### src/rtl/lps_pkg.sv
package lps_pkg;
    localparam int CELL_W      = 5;
    localparam int DD_DEPTH    = 80;
    localparam int CG_DEPTH    = 64;
    localparam int LINE_STRIDE = 40;
    localparam logic [7:0] BLANK_CODE = 8'h20;

    typedef enum logic [1:0] {SC_IDLE, SC_RUN, SC_END} scan_state_e;

    typedef struct packed {
        logic disp_on;
        logic cur_on;
        logic blink_on;
    } disp_ctl_t;

    typedef struct packed {
        logic [15:0] x;
        logic [15:0] y;
    } coord_t;

    // Glyph row for a code: user glyphs below 8, placeholder table above.
    function automatic logic [4:0] glyph_row(input logic [7:0] code,
                                             input logic [3:0] row,
                                             input logic [7:0] cg_byte);
        if (code < 8'd8)            return (row < 4'd8) ? cg_byte[4:0] : 5'd0;
        else if (code == 8'hFF)     return 5'h1F;
        else if (row == {1'b0, code[7:5]}) return code[4:0];
        else                        return 5'd0;
    endfunction

    function automatic logic [6:0] dd_wrap(input logic [6:0] a);
        return (a >= 7'(DD_DEPTH)) ? a - 7'(DD_DEPTH) : a;
    endfunction
endpackage

### src/rtl/lps_host.sv
module lps_host
    import lps_pkg::*;
(
    input  logic       clk,
    input  logic       rst,
    input  logic       sel,
    input  logic       wr,
    input  logic       rd,
    input  logic [7:0] wdata,
    output logic [7:0] rdata,
    output logic [6:0] ac_o,
    output logic       cg_sel_o,
    output disp_ctl_t  ctl_o,
    input  logic [6:0] dd_raddr,
    output logic [7:0] dd_rdata,
    input  logic [5:0] cg_raddr,
    output logic [7:0] cg_rdata
);
    logic [7:0] ddram [DD_DEPTH];
    logic [7:0] cgram [CG_DEPTH];
    logic [6:0] ac;
    logic       cg_sel;
    disp_ctl_t  ctl;
    logic [6:0] ac_next;

    always_comb begin
        if (cg_sel)                      ac_next = {1'b0, ac[5:0] + 6'd1};
        else if (ac == 7'(DD_DEPTH - 1)) ac_next = 7'd0;
        else                             ac_next = ac + 7'd1;
    end

    always_ff @(posedge clk) begin
        if (rst) begin
            ac     <= '0;
            cg_sel <= 1'b0;
            ctl    <= '0;
            for (int i = 0; i < DD_DEPTH; i++) ddram[i] <= BLANK_CODE;
            for (int i = 0; i < CG_DEPTH; i++) cgram[i] <= '0;
        end else if (wr && !sel) begin
            casez (wdata)
                8'b1???????: begin ac <= dd_wrap(wdata[6:0]); cg_sel <= 1'b0; end
                8'b01??????: begin ac <= {1'b0, wdata[5:0]};  cg_sel <= 1'b1; end
                8'b00001???: ctl <= disp_ctl_t'(wdata[2:0]);
                8'b0000001?: begin ac <= '0; cg_sel <= 1'b0; end
                8'b00000001: begin
                    for (int i = 0; i < DD_DEPTH; i++) ddram[i] <= BLANK_CODE;
                    ac     <= '0;
                    cg_sel <= 1'b0;
                end
                default: ;
            endcase
        end else if (wr && sel) begin
            if (cg_sel) cgram[ac[5:0]] <= wdata;
            else        ddram[ac]      <= wdata;
            ac <= ac_next;
        end else if (rd && sel) begin
            ac <= ac_next;
        end
    end

    always_comb begin
        if (!sel)        rdata = {1'b0, ac};
        else if (cg_sel) rdata = cgram[ac[5:0]];
        else             rdata = ddram[ac];
    end

    assign ac_o     = ac;
    assign cg_sel_o = cg_sel;
    assign ctl_o    = ctl;
    assign dd_rdata = ddram[dd_raddr];
    assign cg_rdata = cgram[cg_raddr];
endmodule

### src/rtl/lps_sched.sv
module lps_sched #(
    parameter int REFRESH_TICKS = 500
) (
    input  logic clk,
    input  logic rst,
    input  logic host_wr,
    input  logic tick,
    input  logic blink_on,
    output logic fire
);
    localparam int CW = $clog2(REFRESH_TICKS + 1);

    logic          armed;
    logic [CW-1:0] cnt;

    assign fire = armed && tick && (cnt == CW'(REFRESH_TICKS - 1));

    always_ff @(posedge clk) begin
        if (rst) begin
            armed <= 1'b0;
            cnt   <= '0;
        end else if (fire) begin
            cnt   <= '0;
            armed <= blink_on;
        end else if (host_wr && !armed) begin
            armed <= 1'b1;
            cnt   <= '0;
        end else if (armed && tick) begin
            cnt <= cnt + 1'b1;
        end
    end
endmodule

### src/rtl/lps_scan.sv
module lps_scan
    import lps_pkg::*;
#(
    parameter int NUM_LINES = 2,
    parameter int CELL_ROWS = 8,
    parameter int NUM_COLS  = 8
) (
    input  logic        clk,
    input  logic        rst,
    input  logic        start,
    input  disp_ctl_t   ctl,
    input  logic [6:0]  ac,
    input  logic        cg_sel,
    output logic [6:0]  dd_raddr,
    input  logic [7:0]  dd_rdata,
    output logic [5:0]  cg_raddr,
    input  logic [7:0]  cg_rdata,
    output logic        frame_o,
    output logic        pix_valid,
    output logic [31:0] pix_coord
);
    scan_state_e state;
    logic [7:0]  crow, prow, ccol, pcol;
    logic        phase;
    logic [4:0]  pat;
    logic [2:0]  bit_idx;
    logic        lit, cursor_hit;
    logic        last_pc, last_cc, last_pr, last_cr;
    coord_t      here;

    assign dd_raddr = 7'(int'(crow) * LINE_STRIDE + int'(ccol));
    assign cg_raddr = {dd_rdata[2:0], prow[2:0]};
    assign bit_idx  = 3'(CELL_W - 1) - pcol[2:0];
    assign here.x   = 16'(int'(ccol) * CELL_W + int'(pcol));
    assign here.y   = 16'(int'(crow) * CELL_ROWS + int'(prow));

    assign last_pc = (pcol == 8'(CELL_W - 1));
    assign last_cc = (ccol == 8'(NUM_COLS - 1));
    assign last_pr = (prow == 8'(CELL_ROWS - 1));
    assign last_cr = (crow == 8'(NUM_LINES - 1));

    always_comb begin
        cursor_hit = !cg_sel && (ac == dd_raddr);
        pat = glyph_row(dd_rdata, prow[3:0], cg_rdata);
        if (ctl.cur_on && cursor_hit && last_pr) pat = 5'h1F;
        if (phase && cursor_hit)                 pat = 5'h1F;
        lit = ctl.disp_on && pat[bit_idx];
    end

    always_ff @(posedge clk) begin
        if (rst)                 phase <= 1'b0;
        else if (!ctl.blink_on)  phase <= 1'b0;
        else if (start && state == SC_IDLE) phase <= ~phase;
    end

    always_ff @(posedge clk) begin
        if (rst) begin
            state     <= SC_IDLE;
            frame_o   <= 1'b0;
            pix_valid <= 1'b0;
            pix_coord <= '0;
            {crow, prow, ccol, pcol} <= '0;
        end else begin
            unique case (state)
                SC_IDLE: if (start) begin
                    state   <= SC_RUN;
                    frame_o <= 1'b1;
                    {crow, prow, ccol, pcol} <= '0;
                end
                SC_RUN: begin
                    pix_valid <= lit;
                    pix_coord <= here;
                    pcol <= last_pc ? 8'd0 : pcol + 8'd1;
                    if (last_pc) begin
                        ccol <= last_cc ? 8'd0 : ccol + 8'd1;
                        if (last_cc) begin
                            prow <= last_pr ? 8'd0 : prow + 8'd1;
                            if (last_pr) begin
                                crow <= crow + 8'd1;
                                if (last_cr) state <= SC_END;
                            end
                        end
                    end
                end
                SC_END: begin
                    state     <= SC_IDLE;
                    frame_o   <= 1'b0;
                    pix_valid <= 1'b0;
                end
                default: state <= SC_IDLE;
            endcase
        end
    end
endmodule

### src/rtl/lcd_pixel_streamer.sv
module lcd_pixel_streamer
    import lps_pkg::*;
#(
    parameter int NUM_LINES     = 2,
    parameter int CELL_ROWS     = 8,
    parameter int NUM_COLS      = 8,
    parameter int REFRESH_TICKS = 500
) (
    input  logic        clk,
    input  logic        rst,
    input  logic        bus_sel,
    input  logic        bus_wr,
    input  logic        bus_rd,
    input  logic [7:0]  bus_wdata,
    output logic [7:0]  bus_rdata,
    input  logic        tick,
    output logic        frame_o,
    output logic        pix_valid,
    output logic [31:0] pix_coord
);
    logic [6:0] ac, dd_raddr;
    logic [5:0] cg_raddr;
    logic [7:0] dd_rdata, cg_rdata;
    logic       cg_sel, fire;
    disp_ctl_t  ctl;

    lps_host u_host (
        .clk(clk), .rst(rst), .sel(bus_sel), .wr(bus_wr), .rd(bus_rd),
        .wdata(bus_wdata), .rdata(bus_rdata), .ac_o(ac), .cg_sel_o(cg_sel),
        .ctl_o(ctl), .dd_raddr(dd_raddr), .dd_rdata(dd_rdata),
        .cg_raddr(cg_raddr), .cg_rdata(cg_rdata)
    );

    lps_sched #(.REFRESH_TICKS(REFRESH_TICKS)) u_sched (
        .clk(clk), .rst(rst), .host_wr(bus_wr), .tick(tick),
        .blink_on(ctl.blink_on), .fire(fire)
    );

    lps_scan #(.NUM_LINES(NUM_LINES), .CELL_ROWS(CELL_ROWS), .NUM_COLS(NUM_COLS)) u_scan (
        .clk(clk), .rst(rst), .start(fire), .ctl(ctl), .ac(ac), .cg_sel(cg_sel),
        .dd_raddr(dd_raddr), .dd_rdata(dd_rdata), .cg_raddr(cg_raddr),
        .cg_rdata(cg_rdata), .frame_o(frame_o), .pix_valid(pix_valid),
        .pix_coord(pix_coord)
    );
endmodule

### config.mk
export PLATFORM = sky130hd
export DESIGN_NAME = lcd_pixel_streamer
export DESIGN_NICKNAME = d
export VERILOG_FILES = /design/src/rtl/lps_pkg.sv /design/src/rtl/lps_host.sv /design/src/rtl/lps_sched.sv /design/src/rtl/lps_scan.sv /design/src/rtl/lcd_pixel_streamer.sv
export SDC_FILE = /design/constraint.sdc
export NUM_CORES = 2
export LEC_CHECK = 0
export ABC_CLOCK_PERIOD_IN_PS = 9200
export BUFFER_PORTS_ARGS = -buffer_cell sky130_fd_sc_hd__buf_2
export CELL_PAD_IN_SITES_DETAIL_PLACEMENT = 0
export CELL_PAD_IN_SITES_GLOBAL_PLACEMENT = 1
export CORE_MARGIN = 10
export CORE_UTILIZATION = 55
export CTS_BUF_LIST = sky130_fd_sc_hd__clkbuf_4 sky130_fd_sc_hd__clkbuf_8
export DETAILED_ROUTE_END_ITERATION = 8
export PLACE_DENSITY_LB_ADDON = 0.1
export SYNTH_ARGS = -nofsm -noshare
export SYNTH_HDL_FRONTEND = slang
export SYNTH_SLANG_ARGS = --single-unit
### constraint.sdc
create_clock -name clk -period 9.2 [get_ports clk]
set_input_delay 0.46 -clock clk [delete_from_list [all_inputs] [get_ports clk]]
set_output_delay 0.46 -clock clk [all_outputs]
set_load 0.1 [all_outputs]
==> metrics <==
CTS Buf Count 293; core area 152000 um^2; clock group share of total power 37.7%; Setup TNS 0 ns; drt first pass iters 6; Startpoint Class register; post-route ant nets 0; Final Hold Vio Count 0; Worst-Margin Slew 1.33 ns; CP max stage delay 0.90 ns; Port Buffers 47; Cell Area, Placed 86500 um^2; status completed; Max rail drop VDD 147 uV; Clock Skew 0.0573 ns; vias post-DR 53600; DR vias/cell 6.85; Placer Congestion 0.916; Clock Tree Buf Depth 4; area grow syn2layout 9.26%; final instance area 91900 um^2; DR iter-0 viols 7116; clk_lat worst skew 1.02 ns; ratio of cells with drive above 1 in the final layout 27.4%; CTS tree built; Tot Pwr 0.0171 W; ys flop type edfxtp_1; # setup viols final 0; I/O pin count 56; CP arrival 6.05 ns; Synth Cell Area 84100 um^2; Wirelength per Cell 33.3 um; Post-Route WL 261000 um; # fillers 11500; unrepaired setup endpoints after global routing no; Setup Fix Bufs, Post-CTS 0; Leak Pwr 29.6 nW; register area share after synthesis 56.9%; Req. time, crit path 8.74 ns; max_slew headroom 11.1%; DRC 0; GR Overflow Total 0; initial core utilization 55.3%; most frequent cell on the critical path mux4_2; Final HPWL DP 169000 um; CTS sink cnt 1625; CP cell instances buf_4 > mux4_2 > mux4_2 > mux4_2 > mux2i_1 > o21ai_0 > mux2_2 > buf_2; top post-synthesis cells by area edfxtp_1, mux4_2, and2_1; synth warn 0; count of different cell masters after synthesis 80; fin crit period 6.51 ns; Post-synth ARST share 0%; critical path type reg -> out; Synth top area share 54.8%; Worst Path Max Fanout 59; Hold Slack 0.117 ns; Sequential Power Share 49.3%; largest area contributor in the netlist edfxtp_1; Post-Syn Area per Cell 15.1 um^2; Switching Fraction 26.4%; gr usage total 30.6%; period utilisation layout 70.8%; die width 411 um; fmax 0.154 GHz; largest net degree at the start of global routing 98; Final nets 5651; Clock Pin Slew Worst Setup and Hold Paths 0.06 ns; vias in the first global route 53000; Die ar. 169000 um^2; antenna violations before repair 14; maxcap violations 0; FF+latch count, synth 1625; top-count cell post-synth edfxtp_1; Post-synth EDFFs 1536; post-synthesis cell count 5574; most frequent cells after synthesis edfxtp_1, mux4_2, and2_1; Critical-path top delay cell mux2i_1; final slew viol count 0; Setup crit end kind primary output; worst hold path type in -> reg; cell row count 143; Int Pwr 0.0126 W; Comb pwr share 12.9%; Final Util 60.5%; CTS H-tree depth 5; power per standard cell area 186 nW/um^2; Die Span Y 411 um; clock root cell clkbuf_8; Switch Pwr 0.00451 W; first-pass GRT wire length 377000 um
==> registers in the layout, indices dropped and copies added (netlist names), named ones only <==
| signal | cells |
|---|---|
| u_scan.pcol | 8 |
| u_scan.phase | 1 |
| u_scan.crow | 8 |
| u_host.ac_o | 7 |
| u_host.cgram | 512 |
| u_host.ctl_o | 3 |
| u_sched.armed | 1 |
| u_host.ddram | 1024 |
| u_scan.frame_o | 1 |
| u_sched.cnt | 9 |
| u_scan.pix_coord | 24 |
| u_scan.state | 2 |
| u_scan.prow | 8 |
| u_scan.pix_valid | 1 |
| u_host.cg_sel_o | 1 |
| u_scan.ccol | 8 |
==> repair_timing <==
action                    in CTS  in global routing
resized for setup              0                  0
hold buffers                   8                  0
hold endpoints to repair     172                  0
==> cell families (layout without fill, tap and decap cells) <==
family                     Yosys count  count (layout)  synth area share (%)
xor gates and xnor gates            67              67                 0.697
other                                1              11               0.00446
and+or+nand+nor                   1827            1827                  11.4
buffers and inverters              593             798                  3.00
AOI/OAI and AO/OA                  423             423                  3.10
muxes                              991             991                  24.1
DFF                               1625            1625                  56.9
adders and majority gates           47              47                 0.735
==> power groups by stage <==
stage	Combinational (W)	Sequential [W]	Clock, W
floorplan	0.00145	0.00853	0
global placement	0.00217	0.00856	0
detailed placement	0.00218	0.00857	0
CTS	0.00219	0.00842	0.00651
global route	0.00229	0.00844	0.00685
finish	0.00221	0.00842	0.00644
==> critical path, delay by kind of cell (launching register included) <==
| kind | cells | cell delay (ns) |
|---|---|---|
| multiplexers | 5 | 2.86 |
| buffers and inverters | 2 | 1.15 |
| flip-flops | 1 | 0.83 |
| AO/OA/AOI/OAI | 1 | 0.16 |
==> through the flow <==
| stage | std cells | worst slack [ns] |
|---|---|---|
| 2_1_floorplan | 5581 | 5.19 |
| 6_report | 7819 | 2.69 |
| 3_3_place_gp | 7316 | 3.60 |
| 4_1_cts | 7815 | 2.69 |
| 3_5_place_dp | 7316 | 3.64 |
| 5_1_grt | 7818 | 2.50 |
==> cell usage in the layout, fill, tap and decap left out, types with 76 or more instances in the layout <==
cell type,synthesis,layout
clkbuf_4,0,76
nor3_1,375,374
nor2_1,291,291
edfxtp_1,1536,1536
clkbuf_8,0,300
and2_1,730,730
mux2i_1,152,152
buf_4,30,208
o21ai_0,186,173
mux4_2,816,816
dfxtp_1,89,79
nand2_1,245,229
==> layer usage <==
| metal | global-route usage, % | vias to the layer above | share of wire [%] | routed length (um) |
|---|---|---|---|---|
| li1 | - | 21900 | - | - |
| met1 | 43.3 | 27800 | 39 | 101000 |
| met2 | 45.8 | 3355 | 46 | 119000 |
| met3 | 7.94 | 516 | 12 | 30200 |
| met4 | 11.6 | 8 | 4.0 | 10400 |
| met5 | 0 | - | 0.021 | 54 |
==> area by class of cell <==
type / instances / area [um^2] / area share, %
flip-flops and latches: 1625 / 47900 / 52.1
clock inverters: 115 / 621 / 0.675
clock buffers: 376 / 4700 / 5.11
repair buffers: 273 / 2110 / 2.29
well taps: 2030 / 2540 / 2.76
diodes: 3 / 7.51 / 0.00817
inverters: 34 / 143 / 0.155
multi-input cells: 3363 / 33900 / 36.8
==> path summary, 6_finish.rpt <==
| kind | from | to | slack (ns) | cells after the start |
|---|---|---|---|---|
| setup / recovery | register | bus_rdata[6] | 2.69 | 8 |
| setup reg to reg | u_scan.crow[0] | u_scan.pix_valid | 3.39 | 14 |
| hold / removal | bus_wdata[0] | u_host.ddram[119][0] | 0.12 | 2 |
| hold reg to reg | u_sched.cnt[1] | u_sched.cnt[1] | 0.48 | 2 |
Note: power is estimated with default switching activity, not from simulation.
